### src/rtl/wdog_two_stage.sv
module wdog_two_stage #(
  parameter int PRE_W      = 20,
  parameter int PRESCALE_W = 15,
  parameter int DATA_W     = 32
) (
  input  logic              clk,
  input  logic              por_n,
  input  logic              rst_n,
  input  logic              enable,
  input  logic              kick,
  input  logic              irq_en,
  input  logic              reboot_en,
  input  logic              wr_pre1,
  input  logic              wr_pre2,
  input  logic [DATA_W-1:0] wdata,
  input  logic              irq_clr,
  input  logic              tflag_clr,
  output logic              irq,
  output logic              reset_req,
  output logic              timeout_flag,
  output logic              stage2
);
  localparam int CW = PRE_W + PRESCALE_W;

  logic [PRE_W-1:0] pre1, pre2;
  logic [CW-1:0]    cnt;
  logic             en_q, stg, irq_act, req, tflag;

  wire          run     = enable & en_q;
  wire          start   = enable & ~en_q;
  wire          at_zero = (cnt == '0);
  wire          expire1 = run & ~kick & at_zero & ~stg;
  wire          expire2 = run & ~kick & at_zero & stg;
  wire [CW-1:0] load1   = {pre1, {PRESCALE_W{1'b0}}};
  wire [CW-1:0] load2   = {pre2, {PRESCALE_W{1'b0}}};

  always_ff @(posedge clk) begin
    if (!por_n || !rst_n) begin
      pre1    <= '1;
      pre2    <= '1;
      cnt     <= '0;
      en_q    <= 1'b0;
      stg     <= 1'b0;
      irq_act <= 1'b0;
      req     <= 1'b0;
    end else begin
      en_q <= enable;
      req  <= expire2 & reboot_en;
      if (wr_pre1) pre1 <= wdata[PRE_W-1:0];
      if (wr_pre2) pre2 <= wdata[PRE_W-1:0];
      if (expire1 && irq_en) irq_act <= 1'b1;
      else if (irq_clr)      irq_act <= 1'b0;
      if (kick || start) begin
        stg <= 1'b0;
        if (enable) cnt <= load1;
      end else if (run) begin
        if (!at_zero)  cnt <= cnt - 1'b1;
        else if (!stg) begin stg <= 1'b1; cnt <= load2; end
        else           begin stg <= 1'b0; cnt <= load1; end
      end
    end
  end

  always_ff @(posedge clk) begin
    if (!por_n)                      tflag <= 1'b0;
    else if (expire2 && reboot_en)   tflag <= 1'b1;
    else if (tflag_clr)              tflag <= 1'b0;
  end

  assign irq          = irq_act;
  assign reset_req    = req;
  assign timeout_flag = tflag;
  assign stage2       = stg;

  p_req_pulse_r5: assert property (@(posedge clk) disable iff (!por_n || !rst_n)
    reset_req |=> !reset_req);
  p_req_with_flag_r5: assert property (@(posedge clk) disable iff (!por_n || !rst_n)
    reset_req |-> (timeout_flag && !stage2));
  p_irq_needs_en_r4: assert property (@(posedge clk) disable iff (!por_n || !rst_n)
    $rose(irq) |-> $past(irq_en));
  p_irq_sticky_r9: assert property (@(posedge clk) disable iff (!por_n || !rst_n)
    (irq && !irq_clr) |=> irq);
  p_tflag_survives_r10: assert property (@(posedge clk) disable iff (!por_n)
    (timeout_flag && !tflag_clr) |=> timeout_flag);
  p_disabled_hold_r8: assert property (@(posedge clk) disable iff (!por_n || !rst_n)
    (!enable && !kick) |=> $stable(stage2));
  p_kick_wins_r7: assert property (@(posedge clk) disable iff (!por_n || !rst_n)
    (kick && enable) |=> (!stage2 && !reset_req));
endmodule

### config.mk
export PLATFORM = sky130hd
export DESIGN_NAME = wdog_two_stage
export DESIGN_NICKNAME = d
export VERILOG_FILES = /design/src/rtl/wdog_two_stage.sv
export SDC_FILE = /design/constraint.sdc
export NUM_CORES = 1
export LEC_CHECK = 0
export BUFFER_PORTS_ARGS = -buffer_cell sky130_fd_sc_hd__clkbuf_2
export CAP_MARGIN = 20
export CORE_MARGIN = 4
export CORE_UTILIZATION = 50
export DETAILED_ROUTE_END_ITERATION = 7
export PLACE_DENSITY = 0.7
export REMOVE_ABC_BUFFERS = 1
export SYNTH_ARGS = -nofsm -noshare
export SYNTH_HDL_FRONTEND = slang
export SYNTH_SLANG_ARGS = --single-unit
### constraint.sdc
create_clock -name clk -period 5.75 [get_ports clk]
set_clock_uncertainty 0.2 [all_clocks]
set_input_delay 1.15 -clock clk [delete_from_list [all_inputs] [get_ports clk]]
set_output_delay 1.15 -clock clk [all_outputs]
set_load 0.01 [all_outputs]
---- Word-level counts from Yosys, hierarchy flattened ----
Cells that the tools add are included.
cells by class
  reductions and logical operators ........ 13
  $add $sub $neg .......................... 1
  equality and inequality tests ........... 1
  bitwise logic cells ..................... 10
  multiplexer cells ....................... 10
operators with widths
  operator                 number
  $mux W35                 5
  $logic_not A35 Y1        1
  $sub A35 B1 Y35 const B  1
  $and A1 B1 Y1            7
  $reduce_bool A2 Y1       3
  $mux W1                  5
  $reduce_and A2 Y1        2
  $not A1 Y1               3
  $logic_and A1 B1 Y1      2
  $logic_not A1 Y1         2
  $logic_or A1 B1 Y1       2
  $ne A2 B2 Y1 const B     1
  $reduce_or A2 Y1         1
word-level totals
  output and inout bits ................... 4
  flip-flop bits (word level) ............. 80
  bits of input ports ..................... 43

---- Longest topological paths before layout ----
Gate-level depths: netlist (run 1).
  depth after elaboration ................. 6
  gate-level depth with buffers ........... 9

---- Least setup slack after synthesis (run 1) ----
No wires, ideal clock.
  path kind ............................... reg-to-reg
  start ................................... register cnt[0]
  end ..................................... register cnt[23]
  clock period less this slack ............ 2.663 ns
  stages on the path, launching flop included .. 10
  setup time .............................. 0.074 ns
  path slack .............................. 3.087 ns
  path buffers ............................ 2
  arrival ................................. 2.389 ns
  required time ........................... 5.476 ns
  cells stage by stage .................... dfxtp_1 > inv_1 > ha_1 > nor4b_1 > and4_1 > clkbuf_1 > and3_1 > buf_2 > mux2_2 > a31oi_1
on the way
  word-level cells in the longest chain between the ends .. 4
ends and longest elaborated chain
  element                                                      line    RTL
  start, declared                                              26      logic [CW-1:0] cnt;
  start signal, assigned                                       55      if (enable) cnt <= load1;
  start signal, assigned                                       57      if (!at_zero) cnt <= cnt - 1'b1;
  $sub A35 B1 Y35 / $logic_not A35 Y1 (equally long branches)  57, 31
  $mux W35 *                                                   57
  $mux W35 *                                                   56      end else if (run) begin
  $mux W35 *                                                   53      if (kick || start) begin
Every way passes the cells marked *; elsewhere a longest branch is shown, timed or not. The select of a mux whose other input is x is not followed.
A chain may end at the register's enable or synchronous reset.

---- Worst setup path in the final report (run 1) ----
  start ................................... input port enable
  end ..................................... register cnt[14]
on the way
  word-level cells in the longest chain between the ends .. 4
ends and longest elaborated chain
  element                                                              line  RTL
  start, declared                                                      9     input logic enable,
  $and A1 B1 Y1                                                        30    wire start = enable & ~en_q;
  $logic_or A1 B1 Y1                                                   53
  $ne A2 B2 Y1 (no line) / $reduce_bool A2 Y1 (equally long branches)  -
  $reduce_and A2 Y1 (no line)                                          -
Several ways; a longest one is shown, not always the timed one.

==> reports/metrics.cfg, run 1 <==
[yosys]
synthesis.instances = 502
synth_top_area_share_pct = 37.6
ys.flop_type = dfxtp_1
synth_warnings = 0
synthAdderAreaFrac_pct = 0.294
synth_top_family_by_area = simple AND/OR/NAND/NOR gates
synth_cell_type_count = 62
synth_compound_area_share_pct = 16.4
yosysSeqAreaShare_pct = 37.6
synth.avg_cell_area_um2 = 8.47
async_reset_ff_share_pct = 0
yosysTopAreaCell = dfxtp_1
synthMuxAreaShare_pct = 15.0
syn_area_um2 = 4250
yosys.area_share.simple_pct = 24.9
ys_ff_latch = 80
synth_xor_area_share_pct = 1.24
synth_common_cells = 80 x dfxtp_1, 75 x nand2_1, 56 x mux2i_1
synth_edf_count = 0
ys_top_cells_by_area = dfxtp_1 38%, mux2i_1 13%, nand2_1 6.6%
yosysMostFrequentCell = dfxtp_1

[drt]
wirelength_mm = 11.0
drtPass1Iterations = 5
detail_route.wl_per_cell_um = 17.6
drtIter0Drc = 270
antenna_left = 0
via_per_inst = 6.22
vias = 3872
drt_drc_violations_left = 0

[worst_setup_path]
critPathMaxStageDelay_ns = 0.83
rr_endpoint = stage2$_SDFFE_PP0P_
critPathLaunchType = input port
path_cells = clkbuf_2 > clkinv_1 > nor2_1 > nand2_1 > o311ai_0
r2r-start = cnt[0]$_SDFFE_PP0P_
rr_worst_depth = 7
rrSetupSlack_ns = 2.33
cp_slowest_cell = nor2_1
worstPathMaxFanout = 41
criticalPathCategory = input port to register
worstPathRequired_ns = 5.80
cp-end-kind = register
crit_arrival_ns = 3.58

[clock_tree]
cts_sinks = 80
max-clock-path-buffers = 2
ctsHoldBuffers = 0
clk_pin_slew_worst_paths_ns = 0.08
clk-insertion-delay-late_ns = 0.35
root_buffer = clkbuf_8
cts_max_level = 3
cts_tree = yes
cts_resized = 0
cts_setup_buffers = 0
cts_buffers = 9

[sta]
fin_crit_ns = 3.53
hold_violations = 0
finalCritPeriodShare_pct = 61.4
rsz0062_at_grt = false
max_freq_mhz = 283
timing.slew.headroom_pct = 29.6
final.setup.tns_ns = 0
finalSetupViolations = 0
final_max_slew_viol_count = 0
worst_pin_slew_ns = 1.05

[floorplanning]
rows = 33
die-area_um2 = 10000
die_h_um = 100
core_um2 = 8260
die_w_um = 100
start_util_pct = 51.5
ioPinCount = 47

[global_route]
grt-ovfl-total = 0
grt_start_max_net_pins = 55
grt_pass1_vias = 3713
antenna_found_initial = 0
grtUsageTotal_pct = 22.7
grt_first_pass_wirelength_mm = 18.4

[power]
p_total_w = 0.00131
peakVddDrop_v = 0.000175
pwr_density_cell_nw_per_um2 = 282
leakage_nw = 1.79

[finish]
syn2layout_area_growth_pct = 9.26
drive_above_1_share_pct = 13.7
fin_nets = 559
fillers = 783
post-route-util_pct = 56.3
num_antenna_cells = 0

[status]
status = finished clean

[placement]
port-buffer-count = 34
place_hpwl_mm = 7.01
gp_congestion = 0.865

[run]
max_cap_viol_count = 0

[hold_path]
worstHoldEndpoint = irq$_SDFFE_PP0P_
hp-class = register to register
min_path_cells = 2
hp-start = irq$_SDFFE_PP0P_

==> state kept, by name, summed over array words and instances, names as in the netlist <==
name	flops
cnt	35
pre2	20
timeout_flag	1
reset_req	1
irq	1
pre1	20
en_q	1
stage2	1
==> layout by cell type, fill, tap and decap left out, types with 2 or more instances in the layout <==
cell type and instances:
a211oi_1 4, a21oi_1 22, a221oi_1 3, a22oi_1 2, a31oi_1 17, a32oi_1 3, a41oi_1 3, and3_1 3
buf_4 6, bufinv_16 2, clkbuf_2 34, clkbuf_8 10, clkinv_2 2, dfxtp_1 80, inv_1 7, mux2_2 7
mux2i_1 56, nand2_1 75, nand2b_1 4, nand3_1 14, nand3b_1 2, nand4_1 17, nand4b_1 3, nor2_1 22
nor2b_1 4, nor3_1 11, nor3b_1 2, nor4_1 11, o211ai_1 7, o21ai_0 21, o221ai_1 2, o311ai_0 3
o31a_1 3, o41ai_1 4, or3_1 15, or4_1 6, xnor2_1 4, xor2_1 2
==> report_power, final <==
| group | internal, W | total (W) | switching (W) |
|---|---|---|---|
| Sequential | 0.000574 | 0.000596 | 0.0000220 |
| Combinational | 0.0000994 | 0.000265 | 0.000165 |
| Clock | 0.000250 | 0.000451 | 0.000201 |
| Total | 0.000924 | 0.00131 | 0.000388 |
==> critical path, delay by kind of cell <==
kind | cells | cell delay, ns
simple gates | 2 | 1.18
buf+inv | 2 | 0.85
compound gates | 1 | 0.39
==> worst max-delay path by stage <==
stage / start / endpoint / slack [ns] / depth (start not counted)
after CTS: enable / cnt[14]$_SDFFE_PP0P_ / 2.28 / 5
after detailed placement: enable / cnt[5]$_SDFFE_PP0P_ / 1.92 / 5
after global routing: enable / cnt[14]$_SDFFE_PP0P_ / 1.91 / 5
after floorplan: cnt[16]$_SDFFE_PP0P_ / stage2$_SDFFE_PP0P_ / 2.68 / 5
final: enable / cnt[14]$_SDFFE_PP0P_ / 2.22 / 5
after global placement: enable / cnt[14]$_SDFFE_PP0P_ / 1.99 / 5
==> cell type report <==
type	instances	area, um^2	area share [%]
clock inverter	4	70.1	1.51
clock buffer	10	138	2.96
timing repair buffer	40	215	4.63
sequential	80	1600	34.5
inverter	8	30.0	0.646
tap	105	131	2.83
multi-input combinational	376	2460	53.0
==> cell families after synthesis <==
group / count (synthesis)
AO/OA/AOI/OAI: 105
XOR/XNOR: 6
adder cells (fa/ha/maj): 1
buffers and inverters: 46
flip-flops: 80
multiplexers: 63
AND/OR/NAND/NOR: 201
==> routing by layer <==
| layer | up-vias | wire length, um | share of wire (%) | global-route usage, % |
|---|---|---|---|---|
| li1 | 1900 | - | - | - |
| met1 | 1838 | 5120 | 47 | 30.0 |
| met2 | 119 | 5040 | 46 | 37.2 |
| met3 | 15 | 658 | 6.0 | 5.42 |
| met4 | 0 | 131 | 1.2 | 5.91 |
| met5 | - | 0 | 0 | 0 |
==> metrics by stage <==
step / instances / hold WS (ns) / worst slack, ns / area, um^2
floorplan: 464 / 0.233 / 2.68 / 4090
global placement: 609 / 0.249 / 1.99 / 4440
detailed placement: 609 / 0.258 / 1.92 / 4440
CTS: 623 / 0.273 / 2.28 / 4650
global route: 623 / 0.297 / 1.91 / 4650
finish: 623 / 0.267 / 2.22 / 4650
No activity file was read; power rests on OpenSTA's default activity.
==> run 2, diff against run 1 <==
Settings changed: PLACE_DENSITY 0.7 to 0.72.
Clock period 5.75 ns to 3.22 ns, I/O delays scaled along.
==> run 2 against run 1 <==
Global-route usage is 0.30 points lower. Wire length fell by 1.4%. Critical path type is now register to register. Sequential cell count is the same. First-iteration DRC count rose by 18%. Largest cell class unchanged. Register-to-register slack got worse by 1.9 ns. Clock power is 65% higher.
==> reports/metrics.cfg, run 2 (synthesis gave the netlist of run 1 again) <==
[clock_tree]
cts_sinks = 80
ctsHoldBuffers = 0
cts_tree = yes
cts_setup_buffers = 0
max-clock-path-buffers = 2
cts_max_level = 3
cts_resized = 0
clk_pin_slew_worst_paths_ns = 0.09
root_buffer = clkbuf_8
cts_buffers = 9
clk-insertion-delay-late_ns = 0.35

[worst_setup_path]
rr_worst_depth = 7
crit_arrival_ns = 2.85
critPathLaunchType = register
cp-end-kind = register
r2r-start = cnt[26]$_SDFFE_PP0P_
worstPathMaxFanout = 7
worstPathRequired_ns = 3.28
criticalPathCategory = register to register
crit_path_start = cnt[26]$_SDFFE_PP0P_

[sta]
finalSetupViolations = 0
worst_pin_slew_ns = 0.723
finalCritPeriodShare_pct = 86.9
final_max_slew_viol_count = 0
hold_violations = 0
timing.slew.headroom_pct = 51.8
rsz0062_at_grt = false
max_freq_mhz = 358
final.setup.tns_ns = 0
fin_crit_ns = 2.80
hold-worst-slack_ns = 0.275

[drt]
wirelength_mm = 10.8
vias = 3951
drtIter0Drc = 319
detail_route.wl_per_cell_um = 16.9
antenna_left = 0
drt_drc_violations_left = 0
drtPass1Iterations = 5
via_per_inst = 6.18

[floorplanning]
ioPinCount = 47
core_um2 = 8260
die-area_um2 = 10000
rows = 33
die_w_um = 100
die_h_um = 100
start_util_pct = 51.5

[global_route]
grt_pass1_vias = 3763
antenna_found_initial = 0
grt-ovfl-total = 0
grtUsageTotal_pct = 22.4
grt_start_max_net_pins = 34
grt_first_pass_wirelength_mm = 18.1

[finish]
mostFrequentLayoutCells = 80 x dfxtp_1, 75 x nand2_1, 56 x mux2i_1
final_cell_count_no_fill = 639
top_register = cnt
syn2layout_area_growth_pct = 11.6
largest_register_ffs = 35
drive_above_1_share_pct = 16.3
mostFrequentLayoutCell = dfxtp_1
fin_nets = 574
largestRegisters = cnt x35, pre1 x20, pre2 x20
num_antenna_cells = 0

[placement]
gp_congestion = 0.920
port-buffer-count = 34
dp.cells = 624
place_hpwl_mm = 7.35

[hold_path]
hp-start = cnt[10]$_SDFFE_PP0P_
min_path_cells = 1
hp-class = register to register

[power]
peakVddDrop_v = 0.000234
leakage_nw = 1.84
pwr_density_cell_nw_per_um2 = 485

[run]
max_cap_viol_count = 0

[status]
status = finished clean

-- run 2: final timing paths --
check / slack, ns / endpoint
setup / recovery: 0.42 / cnt[31]$_SDFFE_PP0P_
hold / removal: 0.28 / cnt[10]$_SDFFE_PP0P_
setup reg to reg: 0.42 / cnt[31]$_SDFFE_PP0P_
hold reg to reg: 0.28 / cnt[10]$_SDFFE_PP0P_
-- run 2: power breakdown --
| group | internal, W | total [W] | switching [W] |
|---|---|---|---|
| clock | 0.000374 | 0.000745 | 0.000371 |
| sequential | 0.00103 | 0.00106 | 0.0000384 |
| combinational | 0.000198 | 0.000494 | 0.000296 |
-- run 2: layout make-up --
| class | count | area [um^2] |
|---|---|---|
| clock buffers | 10 | 138 |
| inverters | 8 | 30.0 |
| repair buffers | 55 | 328 |
| flip-flops and latches | 80 | 1600 |
| well taps | 105 | 131 |
| clock inverters | 5 | 57.6 |
| fillers | 784 | 3510 |
| multi-input cells | 376 | 2460 |
-- run 2: worst max-delay path: stages (launching register included) --
cell       delay, ns
dfxtp_1         0.38
or4_1           0.64
nor4_2          0.39
buf_4           0.22
and3_1          0.31
buf_4           0.22
nor4_1          0.07
a2111oi_2       0.27
-- run 2: metal layers --
metal	track usage (%)	wire length, um	vias to the layer above	part of all wire (%)
met3	4.10	667	14	6.2
li1	-	-	1927	-
met1	30.7	5020	1866	46
met5	0	0	-	0
met4	7.77	153	0	1.4
met2	35.3	4950	144	46
-- run 2: stage by stage --
step,setup slack (ns),power (W),cell area (um^2),utilization [%]
final,0.423,0.00230,4750,57.5
after global routing,0.197,0.00241,4750,57.5
after CTS,0.454,0.00230,4750,57.5
after detailed placement,0.485,0.00157,4550,55.1
after global placement,0.509,0.00156,4550,55.1
after floorplan,0.153,0.00139,4090,-
==> run 3, diff against run 2 <==
Settings changed: BUFFER_PORTS_ARGS -buffer_cell sky130_fd_sc_hd__clkbuf_2 to unset, CORE_UTILIZATION 50 to 44, DONT_BUFFER_PORTS set to 1, PLACE_DENSITY 0.72 to unset.
==> run 3 against run 2 <==
Register-to-register slack worse by 0.10 ns. Core utilization is 7.9 points lower. Maximum frequency is 3.4% lower. Combinational power is 6.5% lower. Sequential power hardly changed. Die area is 13% higher. Clock power is 13% higher. Via count is 5.1% lower. Sequential share of layout area is 0.88 points higher. Wire length is 3.8% higher. Sequential cell count stayed put. Highest routed layer unchanged.
==> reports/metrics.cfg, run 3 (synthesis gave the netlist of run 1 again) <==
[power]
pwr_density_cell_nw_per_um2 = 511
p_sw_share_pct = 29.3
power_frac_seq_pct = 44.9
combPwrFrac_pct = 19.5
p_int_w = 0.00167
clockPowerShare_pct = 35.6
p_switching_w = 0.000693
peakVddDrop_v = 0.000338
leakage_nw = 1.71

[clock_tree]
ctsHoldBuffers = 0
cts_max_level = 3
cts_sinks = 80
cts_buffers = 9
cts_resized = 0
cts_setup_buffers = 0
clk-insertion-delay-late_ns = 0.35
max-clock-path-buffers = 2
clk_pin_slew_worst_paths_ns = 0.08
root_buffer = clkbuf_8
cts_tree = yes

[sta]
hold-worst-slack_ns = 0.195
hold_violations = 0
finalSetupViolations = 0
finalCritPeriodShare_pct = 90.0
max_freq_mhz = 345
rsz0062_at_grt = false
final_max_slew_viol_count = 0
worst_pin_slew_ns = 1.03
fin_crit_ns = 2.90
timing.slew.headroom_pct = 31.5
fin_ws_ns = 0.323
final.setup.tns_ns = 0

[floorplanning]
core_um2 = 9330
die_w_um = 106
rows = 35
die_h_um = 106
start_util_pct = 45.6
die-area_um2 = 11300
ioPinCount = 47

[worst_setup_path]
crit_family = simple AND/OR/NAND/NOR gates
path_cells = or4_1 > nor4b_2 > nand3_1 > or4_1 > o41ai_1
crit_arrival_ns = 2.94
criticalPathCategory = register to register
rr_endpoint = stage2$_SDFFE_PP0P_
worstPathRequired_ns = 3.26
critical_path_depth = 5
rr_worst_depth = 5
worstPathMaxFanout = 9
rrSetupSlack_ns = 0.32
critPathLaunchType = register
cpMostUsedCell = or4_1
r2r-start = cnt[16]$_SDFFE_PP0P_
critPathMaxStageDelay_ns = 0.70
cp-endpoint = stage2$_SDFFE_PP0P_
cp_num_buf_inv = 0
crit_path_start = cnt[16]$_SDFFE_PP0P_
cp-end-kind = register
cp_slowest_cell = or4_1

[placement]
pre_cts_ws_ns = 0.374
port-buffer-count = 0
place_hpwl_mm = 7.46
gp_congestion = 0.879

[drt]
drt_drc_violations_left = 0
wirelength_mm = 11.2
drtPass1Iterations = 4
detail_route.wl_per_cell_um = 17.8
drtIter0Drc = 219
via_per_inst = 5.96
vias = 3749
antenna_left = 0

[finish]
top_register = cnt
largest_register_ffs = 35
num_antenna_cells = 0
syn2layout_area_growth_pct = 8.76
fin_nets = 539
drive_above_1_share_pct = 10.4
largestRegisters = cnt x35, pre1 x20, pre2 x20
mostFrequentLayoutCell = dfxtp_1
fillers = 908
mostFrequentLayoutCells = 80 x dfxtp_1, 75 x nand2_1, 56 x mux2i_1

[global_route]
grt_pass1_vias = 3607
grtUsageTotal_pct = 20.0
antenna_found_initial = 0
grt_first_pass_wirelength_mm = 18.2
grt_start_max_net_pins = 42
grt-ovfl-total = 0

[run]
max_cap_viol_count = 0

[status]
status = finished clean

[hold_path]
hp-class = input port to register

run 3: layout make-up:
| cell class | count | area [um^2] | share of cell area [%] |
|---|---|---|---|
| well taps | 129 | 161 | 3.49 |
| repair buffers | 20 | 150 | 3.24 |
| clock buffers | 11 | 141 | 3.06 |
| inverters | 8 | 30.0 | 0.649 |
| multi-input cells | 376 | 2460 | 53.2 |
| clock inverters | 5 | 80.1 | 1.73 |
| flip-flops and latches | 80 | 1600 | 34.6 |
run 3: stage by stage:
| step | cells | total power [W] | instance area, um^2 | utilization (%) |
|---|---|---|---|---|
| after floorplan | 464 | 0.00139 | 4090 | - |
| final | 629 | 0.00237 | 4630 | 49.6 |
| after global routing | 629 | 0.00248 | 4630 | 49.6 |
| after detailed placement | 613 | 0.00154 | 4410 | 47.2 |
| after global placement | 613 | 0.00153 | 4410 | 47.2 |
| after CTS | 629 | 0.00237 | 4630 | 49.6 |
run 3: power by group through the flow:
stage               Clock, W  Sequential [W]  Combinational (W)
global route        0.000905         0.00107           0.000506
floorplan                  0         0.00108           0.000319
global placement           0         0.00108           0.000447
finish              0.000841         0.00106           0.000462
detailed placement         0         0.00109           0.000455
CTS                 0.000853         0.00106           0.000458
run 3: layer usage:
| metal | GRT usage [%] | part of all wire (%) | up-vias | routed length (um) |
|---|---|---|---|---|
| met5 | 0 | 0 | - | 0 |
| met4 | 7.49 | 1.9 | 0 | 218 |
| met3 | 3.58 | 4.7 | 21 | 530 |
| met2 | 33.4 | 48 | 102 | 5390 |
| met1 | 25.6 | 45 | 1768 | 5060 |
| li1 | - | - | 1858 | - |
run 3: worst reg2reg max path, stage by stage (launching register included):
cell     delay, ns
dfxtp_1       0.38
or4_1         0.70
nor4b_2       0.40
nand3_1       0.44
or4_1         0.61
o41ai_1       0.07
run 3: how the worst min path moves through the flow:
stage                                       end  cells past startpoint  slack, ns             startpoint
after floorplan            pre2[7]$_SDFFE_PP1P_                      2       0.23   pre2[7]$_SDFFE_PP1P_
after global placement    pre2[19]$_SDFFE_PP1P_                      2       0.25  pre2[19]$_SDFFE_PP1P_
after detailed placement   pre2[8]$_SDFFE_PP1P_                      2       0.26   pre2[8]$_SDFFE_PP1P_
after CTS                   stage2$_SDFFE_PP0P_                      1       0.18                   kick
after global routing        stage2$_SDFFE_PP0P_                      1       0.17                   kick
final                       stage2$_SDFFE_PP0P_                      1       0.20                   kick
